File: src/rtl/shf_pkg.sv
`timescale 1ns/1ps
package shf_pkg;
  typedef enum logic [1:0] {
    SH_LL   = 2'b00,
    SH_LR   = 2'b01,
    SH_AR   = 2'b10,
    SH_PASS = 2'b11
  } shf_op_e;

  localparam int NFLAGS = 6;
  localparam int FL_CF  = 0;
  localparam int FL_PF  = 1;
  localparam int FL_AF  = 2;
  localparam int FL_ZF  = 3;
  localparam int FL_SF  = 4;
  localparam int FL_OF  = 5;
endpackage

File: src/rtl/shf_barrel.sv
`timescale 1ns/1ps
module shf_barrel
  import shf_pkg::*;
#(
  parameter int DATA_W = 32,
  parameter int SH_W   = $clog2(DATA_W)
) (
  input  logic [DATA_W-1:0] a,
  input  logic [SH_W-1:0]   amt,
  input  shf_op_e           op,
  output logic [DATA_W-1:0] res,
  output logic              cout
);
  // Each stage vector carries one guard bit that collects the bit shifted out.
  logic [DATA_W:0] rs [0:SH_W];
  logic [DATA_W:0] ls [0:SH_W];
  logic            fill;

  assign fill  = (op == SH_AR) ? a[DATA_W-1] : 1'b0;
  assign rs[0] = {a, 1'b0};
  assign ls[0] = {1'b0, a};

  for (genvar k = 0; k < SH_W; k++) begin : g_stage
    localparam int S = 1 << k;
    assign rs[k+1] = amt[k] ? {{S{fill}}, rs[k][DATA_W:S]} : rs[k];
    assign ls[k+1] = amt[k] ? {ls[k][DATA_W-S:0], {S{1'b0}}} : ls[k];
  end

  always_comb begin
    unique case (op)
      SH_LL: begin
        res  = ls[SH_W][DATA_W-1:0];
        cout = ls[SH_W][DATA_W];
      end
      SH_LR, SH_AR: begin
        res  = rs[SH_W][DATA_W:1];
        cout = rs[SH_W][0];
      end
      default: begin
        res  = a;
        cout = 1'b0;
      end
    endcase
  end
endmodule

File: src/rtl/shf_flag_gen.sv
`timescale 1ns/1ps
module shf_flag_gen
  import shf_pkg::*;
#(
  parameter int DATA_W = 32,
  parameter int SH_W   = $clog2(DATA_W)
) (
  input  logic [DATA_W-1:0] res,
  input  logic              cout,
  input  logic              a_msb,
  input  logic [SH_W-1:0]   amt,
  input  shf_op_e           op,
  input  logic [NFLAGS-1:0] flags_in,
  output logic [NFLAGS-1:0] flags_next
);
  logic amt_zero;
  logic amt_one;
  logic of_one;

  assign amt_zero = (amt == '0);
  assign amt_one  = (amt == SH_W'(1));

  always_comb begin
    unique case (op)
      SH_LL:   of_one = res[DATA_W-1] ^ cout;
      SH_LR:   of_one = a_msb;
      default: of_one = 1'b0;
    endcase
  end

  always_comb begin
    flags_next = flags_in;
    if (op != SH_PASS && !amt_zero) begin
      flags_next[FL_CF] = cout;
      flags_next[FL_PF] = ~^res[7:0];
      flags_next[FL_AF] = 1'b0;
      flags_next[FL_ZF] = (res == '0);
      flags_next[FL_SF] = res[DATA_W-1];
      flags_next[FL_OF] = amt_one ? of_one : 1'b0;
    end
  end
endmodule

File: src/rtl/shift_flag_unit.sv
`timescale 1ns/1ps
module shift_flag_unit
  import shf_pkg::*;
#(
  parameter int DATA_W = 32,
  parameter int CNT_W  = 8
) (
  input  logic              clk,
  input  logic              rst,
  input  logic              in_valid,
  input  logic [DATA_W-1:0] operand,
  input  logic [CNT_W-1:0]  count,
  input  logic [1:0]        op_sel,
  input  logic [5:0]        flags_in,
  output logic              out_valid,
  output logic [DATA_W-1:0] result,
  output logic [5:0]        flags_out
);
  localparam int SH_W = $clog2(DATA_W);

  shf_op_e           op;
  logic [SH_W-1:0]   amt;
  logic [DATA_W-1:0] sh_res;
  logic              sh_cout;
  logic [NFLAGS-1:0] fl_next;

  assign op  = shf_op_e'(op_sel);
  assign amt = count[SH_W-1:0];

  shf_barrel #(.DATA_W(DATA_W), .SH_W(SH_W)) u_barrel (
    .a    (operand),
    .amt  (amt),
    .op   (op),
    .res  (sh_res),
    .cout (sh_cout)
  );

  shf_flag_gen #(.DATA_W(DATA_W), .SH_W(SH_W)) u_flags (
    .res        (sh_res),
    .cout       (sh_cout),
    .a_msb      (operand[DATA_W-1]),
    .amt        (amt),
    .op         (op),
    .flags_in   (flags_in),
    .flags_next (fl_next)
  );

  always_ff @(posedge clk) begin
    if (rst) begin
      out_valid <= 1'b0;
      result    <= '0;
      flags_out <= '0;
    end else begin
      out_valid <= in_valid;
      if (in_valid) begin
        result    <= sh_res;
        flags_out <= fl_next;
      end
    end
  end


  count_zero_hold_chk: assert property (@(posedge clk) disable iff (rst)
    (in_valid && amt == '0) |=> (result == $past(operand) && flags_out == $past(flags_in)));


  pass_through_chk: assert property (@(posedge clk) disable iff (rst)
    (in_valid && op_sel == 2'b11) |=> (result == $past(operand) && flags_out == $past(flags_in)));


  aux_clear_chk: assert property (@(posedge clk) disable iff (rst)
    (in_valid && amt != '0 && op_sel != 2'b11) |=> !flags_out[FL_AF]);


  no_overflow_chk: assert property (@(posedge clk) disable iff (rst)
    (in_valid && amt > SH_W'(1) && op_sel != 2'b11) |=> !flags_out[FL_OF]);


  sar_ones_chk: assert property (@(posedge clk) disable iff (rst)
    (in_valid && op_sel == 2'b10 && operand == '1 && amt != '0)
      |=> (result == '1 && flags_out[FL_SF]));


  valid_follow_chk: assert property (@(posedge clk) disable iff (rst)
    in_valid |=> out_valid);


  idle_hold_chk: assert property (@(posedge clk) disable iff (rst)
    !in_valid |=> (!out_valid && $stable(result) && $stable(flags_out)));


  zero_sign_chk: assert property (@(posedge clk) disable iff (rst)
    (in_valid && amt != '0 && op_sel != 2'b11)
      |=> (flags_out[FL_ZF] == (result == '0) && flags_out[FL_SF] == result[DATA_W-1]));
endmodule

File: config.mk
export PLATFORM = sky130hd
export DESIGN_NAME = shift_flag_unit
export DESIGN_NICKNAME = d
export VERILOG_FILES = /design/src/rtl/shf_pkg.sv /design/src/rtl/shf_barrel.sv /design/src/rtl/shf_flag_gen.sv /design/src/rtl/shift_flag_unit.sv
export SDC_FILE = /design/constraint.sdc
export NUM_CORES = 1
export LEC_CHECK = 0
export BUFFER_PORTS_ARGS = -buffer_cell sky130_fd_sc_hd__buf_4
export CORE_MARGIN = 8
export CORE_UTILIZATION = 53
export DETAILED_ROUTE_END_ITERATION = 7
export PLACE_DENSITY = 0.83
export SLEW_MARGIN = 0
export SYNTH_ARGS = -nofsm -noshare
export SYNTH_HDL_FRONTEND = slang
export SYNTH_SLANG_ARGS = --single-unit
File: constraint.sdc
create_clock -name clk -period 7.23 [get_ports clk]
set_input_delay 1.446 -clock clk [delete_from_list [all_inputs] [get_ports clk]]
set_output_delay 1.446 -clock clk [all_outputs]
set_load 0.03 [all_outputs]
After elaboration in Yosys (flattened, before gate mapping)
Cells that the tools add are included.

operators by class
  eq/ne operators = 4
  mux-type cells = 16
  bitwise gates (word level) = 1
  reduce and logical (&&, ||, !) cells = 7

operator list
  cell                                           number
  2-to-1 mux 33 bit                              10
  case mux 32 bit (2 select lines)               1
  zero test 32 bit                               1
  XNOR reduction 8 bit                           1
  2-to-1 mux 6 bit                               1
  == test 5 x 1 -> 1 bit, second input constant  1
  zero test 5 bit                                1
  case mux 1 bit (2 select lines)                2
  == test 2 x 1 -> 1 bit, second input constant  1
  == test 2 bit, second input constant           1
  zero test 2 bit                                1
  2-to-1 mux 1 bit                               2
  inequality test 2 bit, second input constant   1
  OR reduction 2 bit                             1
  logical AND 1 bit                              1
  zero test 1 bit                                1
  XOR 1 bit                                      1

storage, ports and cells
  register bits after elaboration = 39
  bits of input ports = 51
  output and inout port bits = 39
  word-level logic and storage cells = 31

Logic depth before layout (Yosys ltp)
  depth after elaboration = 12
  gate-level depth with buffers = 19
  gate-level depth less buffers = 15

Hierarchy
From an unflattened synthesis, not the netlist that was laid out.

second synthesis, totals
  cell total of the unflattened synthesis = 811
  area, all modules = 7050.5 sq um

modules (own cells, without submodules)
  module           times used  cells each  area an instance (sq um)  seq. area each (sq um)
  shf_barrel       1           647         5365.1                    0.0
  shift_flag_unit  1           125         1393.8                    780.7
  shf_flag_gen     1           39          291.5                     0.0

Worst setup path after synthesis
Ideal clock, no wire load.

  path type = input-to-reg
  from = in count[0]
  to = reg flags_out[3]
  library setup time = 0.059 ns
  arrival time = 4.715 ns
  data required time = 7.171 ns
  setup slack = 2.456 ns
  stages = 18
  path buffers = 6
  path through = buf_6 > buf_8 > buf_6 > buf_2 > buf_4 > buf_2 > mux2i_1 > o21ai_0 > or2_2 > a31o_2 > a221o_1 > o21ai_0 > ha_1 > nand4_1 > nor4_1 > o2111ai_1 > nor4_2 > a41o_1

on the way
  word-level cells in the longest chain between the ends = 8
  elaborated cells between the ends (all ways) = 16
  those cells by class = 12 x mux; 4 x reduce/logical

ends and longest elaborated chain
  what                                                       line                                source
  start, declared                                            shift_flag_unit.sv:12               input logic [CNT_W-1:0] count,
  2-to-1 mux 33 bit, on equally long branches (5 in series)  shf_barrel.sv:25, shf_barrel.sv:26
  case mux 32 bit (2 select lines)                           shf_barrel.sv:30                    unique case (op)
  zero test 32 bit                                           shf_flag_gen.sv:37                  flags_next[FL_ZF] = (res == '0);
  2-to-1 mux 6 bit (*)                                       shf_flag_gen.sv:33                  if (op != SH_PASS && !amt_zero) begin
  end signal, assigned                                       shift_flag_unit.sv:57               flags_out <= fl_next;
  end, declared                                              shift_flag_unit.sv:17               output logic [5:0] flags_out

Every way passes the cells marked *; elsewhere a longest branch is shown, timed or not.
A chain may end at the register's enable or synchronous reset.

Final worst setup path
Ends and elaborated chain as after synthesis.

==> flow_results.xml <==
<?xml version="1.0" encoding="UTF-8"?>
<metrics>
  <group name="routing">
    <metric name="drc_violations" unit="">0</metric>
    <metric name="dr_total_vias" unit="">7256</metric>
    <metric name="dr.first_iter.drc_count" unit="">1188</metric>
    <metric name="firstDrtPassIters" unit="">7</metric>
    <metric name="detail_route.wl_per_cell" unit="um">30.91</metric>
    <metric name="detailed_route_wl" unit="um">29550</metric>
    <metric name="route.antenna.remaining_nets" unit="">0</metric>
    <metric name="detail_route.vias_per_cell" unit="">7.590</metric>
  </group>
  <group name="min_path">
    <metric name="hold_path.startpoint" unit="">flags_out[4]</metric>
    <metric name="min-delay-path-class" unit="">reg -&gt; reg</metric>
    <metric name="min_delay_path_depth" unit="">2</metric>
    <metric name="whs_endpoint" unit="">flags_out[4]</metric>
  </group>
  <group name="yosys">
    <metric name="syn-num-nets" unit="">861</metric>
    <metric name="synth_enable_flop_cells" unit="">0</metric>
    <metric name="post_synth_instance_area" unit="um2">6519</metric>
    <metric name="netlist_top_cells_area" unit="">mux4_2 17%, mux2i_1 13%, dfxtp_1 12%</metric>
    <metric name="synth_common_cells" unit="">89 x nor2_1, 87 x mux2i_1, 58 x nand2_1</metric>
    <metric name="synthesis.area_per_instance" unit="um2">8.128</metric>
    <metric name="synth-seq-cells" unit="">39</metric>
    <metric name="synth.most_common_cell" unit="">nor2_1</metric>
    <metric name="yosysWarnings" unit="">0</metric>
    <metric name="syn-instance-count" unit="">802</metric>
    <metric name="synth-async-reset-ratio" unit="">0</metric>
    <metric name="synth-main-ff-cell" unit="">dfxtp_1</metric>
    <metric name="netlist.area_leader.share" unit="">0.1693</metric>
    <metric name="yosys.area.top_type" unit="">mux4_2</metric>
    <metric name="synth.yosys.seq_area_share" unit="">0.1198</metric>
    <metric name="yosys.cell_types.count" unit="">73</metric>
  </group>
  <group name="cells_and_area">
    <metric name="finish.net_count" unit="">867</metric>
    <metric name="n_antenna_cell" unit="">0</metric>
    <metric name="area_of_the_multi_input_gates" unit="um2">5206</metric>
    <metric name="final_layout_size_suffix_gt1_frac" unit="">0.2497</metric>
    <metric name="syn_to_final_growth" unit="%">9.290</metric>
    <metric name="sequential_cell_area" unit="um2">780.7</metric>
    <metric name="fillCellCount" unit="">1130</metric>
  </group>
  <group name="sta">
    <metric name="tns_setup" unit="ns">0</metric>
    <metric name="timing.final.max_slew_violations" unit="">0</metric>
    <metric name="maxClockFrequency" unit="GHz">0.1866</metric>
    <metric name="slew-limit-headroom" unit="">0.3284</metric>
    <metric name="min_period_over_period" unit="">0.7413</metric>
    <metric name="hold_violations" unit="">0</metric>
    <metric name="worst_clock_skew" unit="ns">0</metric>
    <metric name="grt_setup_unrepaired" unit="">false</metric>
    <metric name="finalCriticalPeriod" unit="ns">5.360</metric>
    <metric name="setup_viol" unit="">0</metric>
    <metric name="max_slew.worst_pin.slew" unit="ns">0.9933</metric>
  </group>
  <group name="critical_path">
    <metric name="rr_startpoint" unit="">flags_out[3]</metric>
    <metric name="crit_buf_inv" unit="">2</metric>
    <metric name="cp_max_fo" unit="">64</metric>
    <metric name="path_cells" unit="">buf_4, buf_4, mux2i_1, o21ai_0, or2_2, a31o_2, a221o_1, o21ai_0, ha_1, nand4_1, nor4_1, o2111ai_1, nor4_2, a41o_1</metric>
    <metric name="endpoint_kind" unit="">flip-flop</metric>
    <metric name="ff2ff_setup_slack" unit="ns">5.85</metric>
    <metric name="ff2ff_path_depth" unit="">5</metric>
    <metric name="cell_at_the_slowest_stage_of_the_critical_path" unit="">buf_4</metric>
    <metric name="timing.critical_path.arrival" unit="ns">5.60</metric>
    <metric name="path_class" unit="">in -&gt; reg</metric>
    <metric name="critPathMaxStageDelay" unit="ns">0.68</metric>
    <metric name="crit_required" unit="ns">7.47</metric>
    <metric name="critical-path-top-delay-family" unit="">compound AO/OA/AOI/OAI gates</metric>
    <metric name="timing.rr.end" unit="">flags_out[3]</metric>
    <metric name="worst_setup_path_start_kind" unit="">input pin</metric>
  </group>
  <group name="pwr">
    <metric name="static-leakage-power" unit="uW">0.002781</metric>
    <metric name="p_per_area" unit="nW/um2">150.9</metric>
    <metric name="power" unit="uW">1075</metric>
    <metric name="max_rail_drop_vdd" unit="V">0.0001216</metric>
  </group>
  <group name="grt">
    <metric name="maximum_number_of_pins_on_one_net_before_global_route_repair" unit="">65</metric>
    <metric name="grt_antenna_before_repair" unit="">1</metric>
    <metric name="grt.total_usage" unit="">0.3561</metric>
    <metric name="grt_total_ovfl" unit="">0</metric>
    <metric name="grt_pass1_vias" unit="">6927</metric>
    <metric name="grt_pass1_wl" unit="um">44030</metric>
  </group>
  <group name="status">
    <metric name="status" unit="">finished clean</metric>
  </group>
  <group name="die">
    <metric name="num_io_pins" unit="">90</metric>
    <metric name="die-height" unit="um">126.9</metric>
    <metric name="die_area" unit="um2">16100</metric>
    <metric name="core_area" unit="um2">12010</metric>
    <metric name="fp.dieW" unit="um">126.9</metric>
    <metric name="floorplan.initialDensity" unit="">0.5427</metric>
    <metric name="floorplan.rows" unit="">40</metric>
  </group>
  <group name="cts">
    <metric name="post_cts_hold_buffer_count" unit="">0</metric>
    <metric name="ctsResizeCount" unit="">0</metric>
    <metric name="cts.sink_count" unit="">39</metric>
    <metric name="cts_setup_buffers" unit="">0</metric>
    <metric name="clock_tree.root_cell" unit="">clkbuf_16</metric>
    <metric name="cts_max_level" unit="">2</metric>
    <metric name="worst_setup_hold_path_clk_slew" unit="ns">0.06</metric>
    <metric name="cts.path.max_buffers" unit="">2</metric>
    <metric name="cts_tree" unit="">done</metric>
    <metric name="clk_latency" unit="ns">0.29</metric>
    <metric name="cts_made_buffers" unit="">5</metric>
  </group>
  <group name="placed_design">
    <metric name="place.detailed.hpwl" unit="um">22010</metric>
    <metric name="finalWeightedCongestion" unit="">1.053</metric>
    <metric name="io_buffers" unit="">86</metric>
  </group>
  <group name="flow_run">
    <metric name="max_cap_violations" unit="">0</metric>
  </group>
</metrics>
## worst reg2reg max path: cells and delay by family (launching register included)
kind | cells | cell delay [ns]
AOI/OAI and AO/OA | 2 | 0.36
DFF | 1 | 0.36
and+or+nand+nor | 3 | 0.60
## per-stage QoR
step / hold WS (ns) / cell area [um2] / util / std cells / worst slack, ns
2_1_floorplan: 0.5937 / 6519 / - / 802 / 2.456
3_3_place_gp: 0.4563 / 6955 / 0.5791 / 948 / 1.737
3_5_place_dp: 0.4640 / 6955 / 0.5791 / 948 / 1.685
4_1_cts: 0.4748 / 7124 / 0.5931 / 956 / 1.972
5_1_grt: 0.5074 / 7124 / 0.5931 / 956 / 1.581
6_report: 0.4798 / 7124 / 0.5931 / 956 / 1.870
## logic make-up (layout without fill, tap and decap cells)
family | count (synthesis) | after routing | synth area share
adders and majority gates | 8 | 8 | 0.01536
and+or+nand+nor | 242 | 242 | 0.1733
buffers and inverters | 116 | 123 | 0.08158
xor gates and xnor gates | 4 | 4 | 0.005375
DFF | 39 | 39 | 0.1198
AOI/OAI and AO/OA | 220 | 220 | 0.2378
muxes | 173 | 173 | 0.3668
## where the power goes
group | total (uW) | internal, uW | switching (uW)
clock network | 256 | 163 | 93.2
logic | 579 | 217 | 361
registers | 241 | 232 | 9.04
total | 1080 | 612 | 463
## sequential cells by signal (all words and copies together) (netlist names)
| register | cells |
|---|---|
| flags_out | 6 |
| out_valid | 1 |
| result | 32 |
## final cells by class
class / instances / area share
Tap cell: 147 / 0.02582
Multi-Input combinational cell: 647 / 0.7308
Timing Repair Buffer: 94 / 0.09905
Sequential cell: 39 / 0.1096
Inverter: 21 / 0.01106
Clock inverter: 3 / 0.006147
Clock buffer: 5 / 0.01756
## per-layer routing
layer  global-route usage  part of all wire  wire (um)
met2               0.5253              0.42      12540
met4               0.1735             0.058       1703
met3              0.09300              0.13       3876
met5                    0           0.00051         15
met1               0.4716              0.39      11420
## placed cells by master (no fill, tap or decap), types with 8 or more instances in the layout
master     n
a211oi_1  22
a221oi_1   9
mux4_2    49
buf_4     94
a21oi_1   33
nand2b_1  19
nand3_1   11
inv_1     17
o211ai_1  13
o22ai_1   28
mux2_2    37
nor3_1    20
nor2_1    89
o21ai_0   34
dfxtp_1   39
nand2_1   58
mux2i_1   87
ha_1       8
## worst max path at each step
stage,endpoint,slack (ns),depth (start not counted),startpoint
after floorplan,flags_out[3],2.46,18,count[0]
after global placement,flags_out[3],1.74,15,count[0]
after detailed placement,flags_out[3],1.69,15,count[0]
after CTS,flags_out[3],1.97,15,count[0]
after global routing,flags_out[3],1.58,15,count[0]
final,flags_out[3],1.87,14,count[0]
(Power assumes the default switching activity.)
